File: config.mk
export PLATFORM = sky130hd
export DESIGN_NAME = mcart_mapper
export DESIGN_NICKNAME = d
export VERILOG_FILES = /design/src/rtl/mcart_pkg.sv /design/src/rtl/mcart_regfile.sv /design/src/rtl/mcart_padseq.sv /design/src/rtl/mcart_xlate.sv /design/src/rtl/mcart_mapper.sv
export SDC_FILE = /design/constraint.sdc
export NUM_CORES = 1
export LEC_CHECK = 0
export CORE_ASPECT_RATIO = 1.75
export CORE_UTILIZATION = 39
export DETAILED_ROUTE_END_ITERATION = 8
export PLACE_DENSITY = 0.85
export SYNTH_ARGS = -nofsm -noshare
export SYNTH_HDL_FRONTEND = slang
export SYNTH_SLANG_ARGS = --single-unit
File: constraint.sdc
create_clock -name clk -period 1.35 [get_ports clk]
set_input_delay 0.2025 -clock clk [delete_from_list [all_inputs] [get_ports clk]]
set_output_delay 0.2025 -clock clk [all_outputs]
set_load 0.01 [all_outputs]
File: src/rtl/mcart_pkg.sv
package mcart_pkg;
    parameter int ADDR_W  = 16;
    parameter int DATA_W  = 8;
    parameter int BANK_W  = 4;
    parameter int OFS_W   = 14;
    parameter int CHR_W   = 4;
    parameter int PAD_W   = 2;
    parameter int LOCK_BIT = 5;
    localparam int PRG_AW = BANK_W + OFS_W;

    typedef enum logic {LK_OPEN, LK_SEALED} lock_state_t;
    typedef enum logic [1:0] {PAD_S0 = 2'd0, PAD_S1 = 2'd1, PAD_S2 = 2'd2} pad_state_t;
endpackage

File: src/rtl/mcart_regfile.sv
module mcart_regfile
    import mcart_pkg::*;
(
    input  logic              clk,
    input  logic              rst_n,
    input  logic              soft_rst,
    input  logic [ADDR_W-1:0] cpu_addr,
    input  logic [DATA_W-1:0] cpu_data,
    input  logic              cpu_wr,
    output logic [DATA_W-1:0] preg_q,
    output logic [DATA_W-1:0] creg_q,
    output logic [DATA_W-1:0] latch_q
);
    lock_state_t lk_q, lk_d;
    logic in_ctl, in_rom, ctl_we;

    assign in_ctl = (cpu_addr[ADDR_W-1 -: 3] == 3'b011);
    assign in_rom = cpu_addr[ADDR_W-1];
    assign ctl_we = cpu_wr && in_ctl && (lk_q == LK_OPEN) && !soft_rst;

    // lock machine: state register
    always_ff @(posedge clk or negedge rst_n) begin
        if (!rst_n) lk_q <= LK_OPEN;
        else        lk_q <= lk_d;
    end

    // lock machine: next state
    always_comb begin
        lk_d = lk_q;
        unique case (lk_q)
            LK_OPEN:   if (ctl_we && !cpu_addr[0] && cpu_data[LOCK_BIT]) lk_d = LK_SEALED;
            LK_SEALED: lk_d = LK_SEALED;
            default:   lk_d = LK_OPEN;
        endcase
        if (soft_rst) lk_d = LK_OPEN;
    end

    always_ff @(posedge clk or negedge rst_n) begin
        if (!rst_n) begin
            preg_q  <= '0;
            creg_q  <= '0;
            latch_q <= '0;
        end else if (soft_rst) begin
            preg_q  <= '0;
            creg_q  <= '0;
            latch_q <= '0;
        end else begin
            if (ctl_we && !cpu_addr[0]) preg_q <= cpu_data;
            if (ctl_we &&  cpu_addr[0]) creg_q <= cpu_data;
            if (cpu_wr && in_rom)       latch_q <= cpu_data;
        end
    end

    // sealed registers ignore control-window writes
    a_r2_sealed_hold: assert property (@(posedge clk) disable iff (!rst_n)
        (lk_q == LK_SEALED && cpu_wr && in_ctl && !soft_rst) |=> ($stable(preg_q) && $stable(creg_q)));

    // latch loads the full byte regardless of the lock
    a_r3_latch_load: assert property (@(posedge clk) disable iff (!rst_n)
        (cpu_wr && in_rom && !soft_rst) |=> (latch_q == $past(cpu_data)));

    // soft reset clears everything and unseals
    a_r9_soft_clear: assert property (@(posedge clk) disable iff (!rst_n)
        soft_rst |=> (preg_q == '0 && creg_q == '0 && latch_q == '0 && lk_q == LK_OPEN));
endmodule

File: src/rtl/mcart_padseq.sv
module mcart_padseq
    import mcart_pkg::*;
(
    input  logic             clk,
    input  logic             rst_n,
    input  logic             soft_rst,
    output logic [PAD_W-1:0] pad_bits
);
    pad_state_t pad_q, pad_d;

    always_ff @(posedge clk or negedge rst_n) begin
        if (!rst_n) pad_q <= PAD_S0;
        else        pad_q <= pad_d;
    end

    always_comb begin
        pad_d = pad_q;
        if (soft_rst) begin
            unique case (pad_q)
                PAD_S0:  pad_d = PAD_S1;
                PAD_S1:  pad_d = PAD_S2;
                PAD_S2:  pad_d = PAD_S0;
                default: pad_d = PAD_S0;
            endcase
        end
    end

    always_comb begin
        unique case (pad_q)
            PAD_S0:  pad_bits = 2'b00;
            PAD_S1:  pad_bits = 2'b01;
            PAD_S2:  pad_bits = 2'b10;
            default: pad_bits = 2'b00;
        endcase
    end

    // stepping order and hold
    a_r10_step_s0: assert property (@(posedge clk) disable iff (!rst_n)
        (soft_rst && pad_q == PAD_S0) |=> (pad_q == PAD_S1));
    a_r10_wrap_s2: assert property (@(posedge clk) disable iff (!rst_n)
        (soft_rst && pad_q == PAD_S2) |=> (pad_q == PAD_S0));
    a_r10_hold: assert property (@(posedge clk) disable iff (!rst_n)
        !soft_rst |=> $stable(pad_q));
endmodule

File: src/rtl/mcart_xlate.sv
module mcart_xlate
    import mcart_pkg::*;
(
    input  logic [ADDR_W-1:0] cpu_addr,
    input  logic              cpu_rd,
    input  logic [DATA_W-1:0] preg_q,
    input  logic [DATA_W-1:0] creg_q,
    input  logic [DATA_W-1:0] latch_q,
    input  logic [PAD_W-1:0]  pad_bits,
    output logic [PRG_AW-1:0] prg_addr,
    output logic [CHR_W-1:0]  chr_bank,
    output logic              rom_oe,
    output logic              mirror_sel
);
    logic [BANK_W-1:0] prg_bank, bank16;
    logic [CHR_W-1:0]  outer, mask;
    logic              blocked;
    logic              unused_bits;

    assign prg_bank = {preg_q[6], preg_q[2:0]};
    assign bank16   = preg_q[3] ? prg_bank : {prg_bank[BANK_W-1:1], cpu_addr[OFS_W]};
    assign prg_addr = {bank16, cpu_addr[OFS_W-1:0]};

    assign outer = {preg_q[6], creg_q[2:0]};
    always_comb begin
        unique casez (creg_q[5:4])
            2'b?1:   mask = 4'b0000;
            2'b10:   mask = 4'b0001;
            default: mask = 4'b0011;
        endcase
    end
    assign chr_bank = (outer & ~mask) | (latch_q[CHR_W-1:0] & mask);

    assign mirror_sel = ~preg_q[4];
    assign blocked    = |(creg_q[7:6] & pad_bits);
    assign rom_oe     = cpu_rd && cpu_addr[ADDR_W-1] && !blocked;

    assign unused_bits = ^{preg_q[7], preg_q[5], creg_q[3], latch_q[DATA_W-1:CHR_W]};
endmodule

File: src/rtl/mcart_mapper.sv
module mcart_mapper
    import mcart_pkg::*;
(
    input  logic              clk,
    input  logic              rst_n,
    input  logic              soft_rst,
    input  logic [ADDR_W-1:0] cpu_addr,
    input  logic [DATA_W-1:0] cpu_data,
    input  logic              cpu_wr,
    input  logic              cpu_rd,
    output logic [PRG_AW-1:0] prg_addr,
    output logic [CHR_W-1:0]  chr_bank,
    output logic              rom_oe,
    output logic              mirror_sel
);
    logic [DATA_W-1:0] preg_q, creg_q, latch_q;
    logic [PAD_W-1:0]  pad_bits;

    mcart_regfile u_regs (
        .clk(clk), .rst_n(rst_n), .soft_rst(soft_rst),
        .cpu_addr(cpu_addr), .cpu_data(cpu_data), .cpu_wr(cpu_wr),
        .preg_q(preg_q), .creg_q(creg_q), .latch_q(latch_q)
    );

    mcart_padseq u_pad (
        .clk(clk), .rst_n(rst_n), .soft_rst(soft_rst), .pad_bits(pad_bits)
    );

    mcart_xlate u_xlate (
        .cpu_addr(cpu_addr), .cpu_rd(cpu_rd),
        .preg_q(preg_q), .creg_q(creg_q), .latch_q(latch_q), .pad_bits(pad_bits),
        .prg_addr(prg_addr), .chr_bank(chr_bank), .rom_oe(rom_oe), .mirror_sel(mirror_sel)
    );

    // the ROM is never driven outside a read of the upper half
    a_r8_oe_window: assert property (@(posedge clk) disable iff (!rst_n)
        rom_oe |-> (cpu_rd && cpu_addr[ADDR_W-1]));
endmodule

==> flow_metrics.env, run 1 <==
export IMPL_status="complete, but fails checks"
export IMPL_violations="setup timing"
export IMPL_dp_cells=153
export IMPL_clk_root_buffer_cell="sky130_fd_sc_hd__clkbuf_8"
export IMPL_headroom_to_the_max_slew_limit_pct=75.0
export IMPL_maxCapViolations=0
export IMPL_drtAntennaViolNets=0
export IMPL_cts_tree="built"
export IMPL_htree_levels=1
export IMPL_area_growth_syn_to_layout_pct=30.9
export IMPL_routed_wl_um=2560
export IMPL_crit_path_max_fanout=2
export IMPL_final_setup_worst_slack_ps=-73.3
export IMPL_timing_clock_skew_ps=1.53
export IMPL_clock_path_buffers=2
export IMPL_ioPinCount=53
export IMPL_placement_cell_area_um2=1280
export IMPL_cp_slowest_cell="sky130_fd_sc_hd__dfrtp_1"
export IMPL_dp_slack_ps=-252
export IMPL_global_route_wire_length_before_repair_um=3770
export IMPL_cell_internal_power_dissipation_mw=0.986
export IMPL_max_freq_mhz=703
export IMPL_yosysSeqAreaShare_pct=42.8
export IMPL_drt_iter0_markers=33
export IMPL_min_path_type="input pin to asynchronous set/reset pin"
export IMPL_post_synth_cell_area_avg_um2=9.65
export IMPL_worstMarginPinSlew_ps=374
export IMPL_global_route_overflow_total=0
export IMPL_syn_instance_count=109
export IMPL_finalHoldViolCount=0
export IMPL_finalCritPeriodShare_pct=105
export IMPL_rsz0062_at_grt="yes"
export IMPL_drc_errors=0
export IMPL_vias=907
export IMPL_worstPathCellList="nor2_2 -> mux2_4 -> buf_6"
export IMPL_die_footprint_um2=2920
export IMPL_yosys_cell_types_count=24
export IMPL_timing_critical_path_slowest_cell_delay_ps=410
export IMPL_timing_critical_path_required_ps=1150
export IMPL_first_global_vias=858
export IMPL_clk_latency_ps=250
export IMPL_final_common_cell="sky130_fd_sc_hd__dfrtp_1"
export IMPL_seq_power_share_pct=45.6
export IMPL_finish_utilization_pct=54.6
export IMPL_final_design_area_no_fill_um2=1380
export IMPL_cellLeakagePower_nw=0.610
export IMPL_initial_core_util_pct=41.7
export IMPL_slew_violations=0
export IMPL_die_w_um=41.3
export IMPL_power_combinational_fraction_pct=20.7
export IMPL_cts_reportedPaths_clkPinSlew_ps=70
export IMPL_powerDensity_nw_per_um2=949
export IMPL_cts_hold_buf=0
export IMPL_die_y_um=70.7
export IMPL_syn_num_nets=138
export IMPL_switching_share_pct=24.6
export IMPL_nNetsFinal=163
export IMPL_final_min_clock_period_ps=1420
export IMPL_path_delay_family="flip-flops"
export IMPL_netlist_area_um2=1050
export IMPL_totalPowerFinal_mw=1.31
export IMPL_vdd_ir_drop_max_uv=683
export IMPL_layoutNonFillerInstCount=159
export IMPL_synth_warning_count=0
export IMPL_dp_final_hpwl_um=1760
export IMPL_portBuffers=28
export IMPL_wl_per_cell_um=16.1
export IMPL_power_clock_fraction_pct=33.7
export IMPL_power_net_switching_mw=0.321
export IMPL_worstSetupEndpointType="output pin"
export IMPL_arrival_ps=1220
export IMPL_gpl_final_weighted_congestion=0.817
export IMPL_yosys_register_bits=18
export IMPL_worst_path_buf_inv=1
export IMPL_grt_util_all_layers_pct=18.4
export IMPL_finalSetupViolations=2
export IMPL_final_layout_size_suffix_gt1_share_pct=27.8
export IMPL_synth_edff_count=0
export IMPL_num_antenna_cells=0
export IMPL_grt_start_max_net_pins=19
export IMPL_clock_sinks=18
export IMPL_drt_vias_per_instance=5.70
export IMPL_critical_path_class="flip-flop to output pin"
export IMPL_std_cell_rows=24
export IMPL_critPathLaunchType="flip-flop"
export IMPL_synth_top_flop_cell="sky130_fd_sc_hd__dfrtp_1"
export IMPL_numCtsBuffers=3
export IMPL_most_common_layout_cells="sky130_fd_sc_hd__dfrtp_1 (18), sky130_fd_sc_hd__clkdlybuf4s50_1 (16), sky130_fd_sc_hd__buf_4 (14)"
export IMPL_synthArstFlopShare_pct=100
export IMPL_first_pass_iters=4
export IMPL_core_region_area_um2=2520
export IMPL_antenna_found_initial=0
## cell type report
cell class,count,area [um2]
multi-input cells,67,453
flip-flops and latches,18,450
clock buffers,4,55.1
inverters,1,3.75
repair buffers,43,383
fillers,241,1140
well taps,26,32.5
## stage by stage
step / hold WS [ps] / setup TNS (ps)
3_3_place_gp: 405 / -3130
4_1_cts: 291 / -154
5_1_grt: 307 / -227
6_report: 277 / -141
3_5_place_dp: 405 / -3570
2_1_floorplan: -93.1 / 0
## worst register-to-register path: cells and delay by family, from the launching register on
family / cells / cell delay, ps
flip-flops: 1 / 370
AND/OR/NAND/NOR: 1 / 470
AO/OA/AOI/OAI: 2 / 300
## state kept, by name, indices dropped and copies added, names as in the netlist
name / count
u_regs.lk_q: 1
u_regs.preg_q: 6
u_pad.pad_q: 2
u_regs.latch_q: 2
u_regs.creg_q: 7
## cells by family after synthesis
kind of cell           Yosys count  synth area share [%]
AND/OR/NAND/NOR                 35                  20.0
AO/OA/AOI/OAI                   26                  13.3
buffers and inverters           25                  18.7
flip-flops                      18                  42.8
multiplexers                     5                  5.23
## per-layer routing
| metal | GRT usage (%) | routed length [um] | vias up |
|---|---|---|---|
| li1 | - | - | 415 |
| met2 | 29.2 | 1320 | 42 |
| met4 | 8.24 | 59 | 0 |
| met3 | 2.19 | 173 | 6 |
| met5 | 0 | 0 | - |
| met1 | 24.0 | 1000 | 444 |
## final timing paths
| kind | cells past startpoint | slack [ps] | from | end |
|---|---|---|---|---|
| setup / recovery | 3 | -70 | u_regs.creg_q[4]$_DFFE_PN0P_ | chr_bank[1] |
| hold / removal | 2 | 280 | rst_n | u_pad.pad_q[1]$_DFFE_PN0P_ |
| setup reg to reg | 3 | 100 | u_regs.lk_q$_DFF_PN0_ | u_regs.preg_q[1]$_DFFE_PN0P_ |
| hold reg to reg | 2 | 530 | u_regs.preg_q[4]$_DFFE_PN0P_ | u_regs.preg_q[4]$_DFFE_PN0P_ |
| max in group asynchronous | 2 | 880 | rst_n | u_regs.lk_q$_DFF_PN0_ |
| min in group clk | 0 | 410 | cpu_addr[10] | prg_addr[10] |
## power by group through the flow
stage / sequential, mW / clock, mW / combinational (mW)
after global routing: 0.600 / 0.457 / 0.294
after CTS: 0.597 / 0.440 / 0.257
after global placement: 0.604 / 0 / 0.252
after floorplan: 0.610 / 0 / 0.140
final: 0.596 / 0.441 / 0.271
after detailed placement: 0.606 / 0 / 0.264
## cell usage after synthesis, types with 2 or more instances
cell | number | area (um2)
sky130_fd_sc_hd__nand2b_1 | 3 | 18.8
sky130_fd_sc_hd__o21ai_1 | 8 | 40.0
sky130_fd_sc_hd__nor2_1 | 5 | 18.8
sky130_fd_sc_hd__mux2_2 | 4 | 45.0
sky130_fd_sc_hd__buf_6 | 2 | 22.5
sky130_fd_sc_hd__nand3_1 | 15 | 75.1
sky130_fd_sc_hd__a21oi_1 | 11 | 55.1
sky130_fd_sc_hd__nand3b_1 | 2 | 15.0
sky130_fd_sc_hd__dfrtp_1 | 18 | 450
sky130_fd_sc_hd__buf_4 | 20 | 150
sky130_fd_sc_hd__nand2_1 | 5 | 18.8
sky130_fd_sc_hd__o21ai_0 | 4 | 20.0
## repair_timing
action | in CTS | in global routing
gates cloned | 0 | 1
buffers inserted | 1 | 0
resized for setup | 25 | 13
pin swaps | 1 | 2
setup endpoints to repair | 11 | 11
(Power assumes the default switching activity.)
==> run 2, diff against run 1 <==
--- a/config.mk
+++ b/config.mk
@@ -5,7 +5,7 @@
 export SDC_FILE = /design/constraint.sdc
 export NUM_CORES = 1
 export LEC_CHECK = 0
-export CORE_ASPECT_RATIO = 1.75
+export CORE_ASPECT_RATIO = 1.25
 export CORE_UTILIZATION = 39
 export DETAILED_ROUTE_END_ITERATION = 8
 export PLACE_DENSITY = 0.85
==> run 2 against run 1 <==
The run still ends with setup timing left. Sequential cell count stayed put. Final area is 4.1% lower. Worst setup slack worse by 57 ps. Core utilization is 1.8 points lower. Power is 9.5% lower. Final cell count is 3.1% higher. First-iteration DRC count is 18% lower. Sequential share of layout area is 1.4 points higher. Clock skew hardly changed.
==> flow_metrics.env, run 2 (synthesized netlist as in run 1, its figures left out) <==
export IMPL_status="complete, but fails checks"
export IMPL_violations="setup timing"
export IMPL_finalSetupViolations=2
export IMPL_area_growth_syn_to_layout_pct=25.6
export IMPL_reg_largest_list="u_regs.creg_q x7, u_regs.preg_q x6"
export IMPL_fin_worst_hold_slack_ps=214
export IMPL_grt_util_all_layers_pct=17.5
export IMPL_global_route_overflow_total=0
export IMPL_largest_register="u_regs.creg_q"
export IMPL_vdd_ir_drop_max_uv=526
export IMPL_timing_clock_skew_ps=1.79
export IMPL_global_route_wire_length_before_repair_um=3860
export IMPL_drt_vias_per_instance=5.43
export IMPL_nNetsFinal=161
export IMPL_most_common_layout_cells="sky130_fd_sc_hd__dfrtp_1 (18), sky130_fd_sc_hd__clkdlybuf4s50_1 (16), sky130_fd_sc_hd__nand3_1 (15)"
export IMPL_clock_sinks=18
export IMPL_grt_start_max_net_pins=19
export IMPL_cts_hold_buf=0
export IMPL_powerDensity_nw_per_um2=896
export IMPL_drt_iter0_markers=27
export IMPL_rsz0062_at_grt="yes"
export IMPL_finalHoldViolCount=0
export IMPL_finalCritPeriodShare_pct=110
export IMPL_headroom_to_the_max_slew_limit_pct=77.6
export IMPL_portBuffers=28
export IMPL_cellLeakagePower_nw=0.582
export IMPL_arrival_ps=1280
export IMPL_numCtsBuffers=3
export IMPL_clock_path_buffers=2
export IMPL_final_common_cell="sky130_fd_sc_hd__dfrtp_1"
export IMPL_worstSetupEndpointType="output pin"
export IMPL_core_region_area_um2=2500
export IMPL_slew_violations=0
export IMPL_final_min_clock_period_ps=1480
export IMPL_critPathLaunchType="flip-flop"
export IMPL_final_setup_worst_slack_ps=-130
export IMPL_final_design_area_no_fill_um2=1320
export IMPL_crit_path_max_fanout=2
export IMPL_drc_errors=0
export IMPL_timing_critical_path_required_ps=1150
export IMPL_num_antenna_cells=0
export IMPL_worstMarginPinSlew_ps=335
export IMPL_placement_cell_area_um2=1280
export IMPL_finish_utilization_pct=52.8
export IMPL_die_footprint_um2=2910
export IMPL_routed_wl_um=2380
export IMPL_antenna_found_initial=0
export IMPL_final_layout_size_suffix_gt1_share_pct=22.1
export IMPL_cts_reportedPaths_clkPinSlew_ps=100
export IMPL_std_cell_rows=20
export IMPL_htree_levels=1
export IMPL_first_pass_iters=4
export IMPL_die_w_um=48.5
export IMPL_die_y_um=60.1
export IMPL_maxCapViolations=0
export IMPL_cts_tree="built"
export IMPL_largest_register_ff_count=7
export IMPL_max_freq_mhz=676
export IMPL_dp_final_hpwl_um=1770
export IMPL_vias=891
export IMPL_drtAntennaViolNets=0
export IMPL_ioPinCount=53
export IMPL_gpl_final_weighted_congestion=0.812
export IMPL_clk_latency_ps=300
export IMPL_first_global_vias=870
export IMPL_wl_per_cell_um=14.5
export IMPL_initial_core_util_pct=42.0
export IMPL_clk_root_buffer_cell="sky130_fd_sc_hd__clkbuf_4"
export IMPL_totalPowerFinal_mw=1.18
export IMPL_critical_path_class="flip-flop to output pin"
export IMPL_min_path_type="input pin to asynchronous set/reset pin"
run 2: timing repair:
item                                    4_1_cts  5_1_grt
gates resized for setup                      27        3
endpoints found under the setup margin       12        4
buffers inserted                              1        0
pin swaps                                     2        0
run 2: routing by layer:
| layer | wire length, um | vias to the layer above | global-route usage (%) |
|---|---|---|---|
| li1 | - | 406 | - |
| met1 | 951 | 431 | 20.5 |
| met2 | 1220 | 47 | 30.2 |
| met3 | 139 | 7 | 2.54 |
| met4 | 74 | 0 | 11.8 |
| met5 | 0 | - | 0 |
run 2: area by class of cell:
cell class              instances  area, um2
multi-input cells              66        415
clock buffers                   4       36.3
well taps                      33       41.3
repair buffers                 42        374
inverters                       1       3.75
fillers                       230       1180
flip-flops and latches         18        450
run 2: through the flow:
stage | setup WS (ps) | setup TNS [ps] | std cells
2_1_floorplan | 169 | 0 | 109
3_5_place_dp | -246 | -3660 | 159
4_1_cts | -147 | -242 | 164
3_3_place_gp | -230 | -2960 | 159
5_1_grt | -175 | -419 | 164
6_report | -130 | -238 | 164
run 2: final timing paths:
path | to | depth (start not counted) | startpoint | slack (ps)
max in group asynchronous | u_regs.lk_q$_DFF_PN0_ | 2 | rst_n | 940
min in group clk | prg_addr[12] | 0 | cpu_addr[12] | 410
worst max-delay path | chr_bank[1] | 3 | u_regs.creg_q[5]$_DFFE_PN0P_ | -130
worst min register to register | u_regs.latch_q[0]$_DFFE_PN0P_ | 2 | u_regs.latch_q[0]$_DFFE_PN0P_ | 540
worst max register to register | u_regs.creg_q[5]$_DFFE_PN0P_ | 4 | u_regs.lk_q$_DFF_PN0_ | 40
worst min-delay path | u_pad.pad_q[1]$_DFFE_PN0P_ | 2 | rst_n | 210
run 2: where the power goes:
group / internal [mW] / switching [mW] / leakage (nW) / total [mW]
combinational: 0.139 / 0.0982 / 0.314 / 0.237
sequential: 0.572 / 0.0315 / 0.247 / 0.604
clock: 0.165 / 0.178 / 0.0210 / 0.343
total: 0.876 / 0.308 / 0.582 / 1.18
run 2: worst max-delay path, stage by stage, from the launching register on:
cell and delay (ps):
sky130_fd_sc_hd__dfrtp_1 410, sky130_fd_sc_hd__nor2_2 130, sky130_fd_sc_hd__mux2_4 310, sky130_fd_sc_hd__buf_6 120
==> run 3, diff against run 2 <==
--- a/config.mk
+++ b/config.mk
@@ -5,10 +5,10 @@
 export SDC_FILE = /design/constraint.sdc
 export NUM_CORES = 1
 export LEC_CHECK = 0
-export CORE_ASPECT_RATIO = 1.25
-export CORE_UTILIZATION = 39
+export CORE_ASPECT_RATIO = 1.4
+export CORE_UTILIZATION = 36
 export DETAILED_ROUTE_END_ITERATION = 8
-export PLACE_DENSITY = 0.85
+export PLACE_DENSITY = 0.83
 export SYNTH_ARGS = -nofsm -noshare
 export SYNTH_HDL_FRONTEND = slang
 export SYNTH_SLANG_ARGS = --single-unit
==> constraint.sdc (replaced) <==
create_clock -name clk -period 1.2 [get_ports clk]
set_input_delay 0.18 -clock clk [delete_from_list [all_inputs] [get_ports clk]]
set_output_delay 0.18 -clock clk [all_outputs]
set_load 0.01 [all_outputs]
==> run 3 against run 2 <==
The flow still finishes with violations (setup timing). Largest power group unchanged. Global-route usage shrank 0.23 points. First-iteration DRC count shrank 19%. Final area grew 15%. Largest cell class is now multi-input combinational cells. Non-clock buffer count grew 7. Critical endpoint is now chr_bank[0]. Core utilization grew 3.5 points.
==> flow_metrics.env, run 3 (synthesized netlist as in run 1, its figures left out) <==
export IMPL_drt_vias_per_instance=5.59
export IMPL_nNetsFinal=169
export IMPL_htree_levels=1
export IMPL_rsz0062_at_grt="yes"
export IMPL_final_setup_worst_slack_ps=-262
export IMPL_layoutNonFillerInstCount=174
export IMPL_drc_errors=0
export IMPL_crit_path_start="u_regs.creg_q[4]$_DFFE_PN0P_"
export IMPL_die_footprint_um2=3150
export IMPL_worst_r2r_cell_count=3
export IMPL_timing_critical_path_required_ps=1020
export IMPL_switching_share_pct=27.5
export IMPL_clock_sinks=18
export IMPL_drtAntennaViolNets=0
export IMPL_finalHoldViolCount=0
export IMPL_dp_cells=164
export IMPL_finalCritPeriodShare_pct=122
export IMPL_crit_path_max_fanout=2
export IMPL_critPathLaunchType="flip-flop"
export IMPL_clk_latency_ps=300
export IMPL_cp_slowest_cell="sky130_fd_sc_hd__dfrtp_1"
export IMPL_first_pass_iters=4
export IMPL_vdd_ir_drop_max_uv=538
export IMPL_final_setup_tns_ps=-774
export IMPL_routed_wl_um=2980
export IMPL_area_growth_syn_to_layout_pct=44.4
export IMPL_timing_critical_path_mode_cell="sky130_fd_sc_hd__buf_6"
export IMPL_cts_reportedPaths_clkPinSlew_ps=100
export IMPL_clock_path_buffers=2
export IMPL_dp_final_hpwl_um=1860
export IMPL_drt_iter0_markers=22
export IMPL_headroom_to_the_max_slew_limit_pct=84.7
export IMPL_ioPinCount=53
export IMPL_timing_critical_path_slowest_cell_delay_ps=420
export IMPL_power_net_switching_mw=0.362
export IMPL_power_combinational_fraction_pct=25.8
export IMPL_initial_core_util_pct=39.0
export IMPL_worstMarginPinSlew_ps=230
export IMPL_violations="setup timing"
export IMPL_most_common_layout_cells="sky130_fd_sc_hd__dfrtp_1 (18), sky130_fd_sc_hd__clkdlybuf4s50_1 (15), sky130_fd_sc_hd__buf_4 (14)"
export IMPL_timing_clock_skew_ps=5.07
export IMPL_largest_register_ff_count=7
export IMPL_final_design_area_no_fill_um2=1520
export IMPL_arrival_ps=1280
export IMPL_global_route_overflow_total=0
export IMPL_grt_util_all_layers_pct=17.3
export IMPL_status="complete, but fails checks"
export IMPL_totalPowerFinal_mw=1.32
export IMPL_std_cell_rows=22
export IMPL_worst_r2r_startpoint="u_regs.lk_q$_DFF_PN0_"
export IMPL_powerDensity_nw_per_um2=867
export IMPL_worstSetupEndpointType="output pin"
export IMPL_finalSetupViolations=7
export IMPL_maxCapViolations=0
export IMPL_worstPathCellList="buf_6 -> mux2_4 -> buf_6"
export IMPL_die_w_um=47.7
export IMPL_finish_utilization_pct=56.3
export IMPL_dp_slack_ps=-340
export IMPL_gpl_final_weighted_congestion=0.849
export IMPL_placement_cell_area_um2=1300
export IMPL_worst_path_buf_inv=2
export IMPL_core_region_area_um2=2700
export IMPL_path_delay_family="flip-flops"
export IMPL_cellLeakagePower_nw=0.638
export IMPL_logic_depth_of_the_worst_path_buffers_included=3
export IMPL_min_path_type="input pin to asynchronous set/reset pin"
export IMPL_vias=972
export IMPL_reg_largest_list="u_regs.creg_q x7, u_regs.preg_q x6"
export IMPL_final_layout_size_suffix_gt1_share_pct=43.5
export IMPL_cts_tree="built"
export IMPL_filler_cell_count=244
export IMPL_wl_per_cell_um=17.1
export IMPL_numCtsBuffers=3
export IMPL_global_route_wire_length_before_repair_um=3820
export IMPL_first_global_vias=896
export IMPL_final_min_clock_period_ps=1460
export IMPL_cts_hold_buf=0
export IMPL_seq_power_share_pct=51.1
export IMPL_grt_start_max_net_pins=19
export IMPL_final_common_cell="sky130_fd_sc_hd__dfrtp_1"
export IMPL_antenna_found_initial=0
export IMPL_num_antenna_cells=0
export IMPL_max_freq_mhz=684
export IMPL_cell_internal_power_dissipation_mw=0.955
export IMPL_largest_register="u_regs.creg_q"
export IMPL_critical_path_class="flip-flop to output pin"
export IMPL_fin_worst_hold_slack_ps=194
export IMPL_portBuffers=28
export IMPL_die_y_um=66.0
export IMPL_power_clock_fraction_pct=23.1
export IMPL_slew_violations=0
export IMPL_clk_root_buffer_cell="sky130_fd_sc_hd__clkbuf_4"
[run 3: cell types whose count changed in the layout (fill, tap and decap cells not counted), moves of 5 or more]
cell                      before  now
sky130_fd_sc_hd__nand3_2       0    5
sky130_fd_sc_hd__buf_6         3   10
sky130_fd_sc_hd__o21ai_2       0    7
sky130_fd_sc_hd__nand3_1      15   10
sky130_fd_sc_hd__a21oi_1      11    6
sky130_fd_sc_hd__a21oi_2       0    5
[run 3: final timing paths]
kind / end / slack, ps
max in group asynchronous: u_regs.creg_q[6]$_DFFE_PN0P_ / 810
setup reg to reg: u_regs.preg_q[1]$_DFFE_PN0P_ / -20
setup / recovery: chr_bank[0] / -260
min in group clk: u_regs.latch_q[0]$_DFFE_PN0P_ / 340
hold reg to reg: u_regs.preg_q[0]$_DFFE_PN0P_ / 550
hold / removal: u_regs.preg_q[2]$_DFFE_PN0P_ / 190
[run 3: area by class of cell]
class                      instances  area [um2]  share of cell area [%]
multi-input combinational         67         542                    35.7
timing repair buffer              49         455                    30.0
tap                               36        45.0                    2.97
clock buffer                       3        22.5                    1.48
sequential                        18         450                    29.7
inverter                           1        3.75                   0.247
[run 3: layer usage]
| layer | vias to the layer above | GRT usage, % | part of all wire [%] |
|---|---|---|---|
| li1 | 426 | - | - |
| met1 | 464 | 18.8 | 35 |
| met2 | 58 | 29.4 | 53 |
| met3 | 24 | 0.820 | 5.7 |
| met4 | 0 | 12.8 | 6.5 |
| met5 | - | 0 | 0 |
[run 3: power by group through the flow]
stage | registers, mW | logic, mW | clock network [mW]
floorplan | 0.686 | 0.158 | 0
global placement | 0.682 | 0.283 | 0
detailed placement | 0.685 | 0.295 | 0
CTS | 0.672 | 0.300 | 0.305
global route | 0.682 | 0.370 | 0.336
finish | 0.673 | 0.340 | 0.304
[run 3: timing repair]
action | CTS | global route
gates cloned | 0 | 2
setup buffers | 1 | 4
pin swaps | 9 | 7
resized for setup | 38 | 37
setup endpoints to repair | 25 | 20
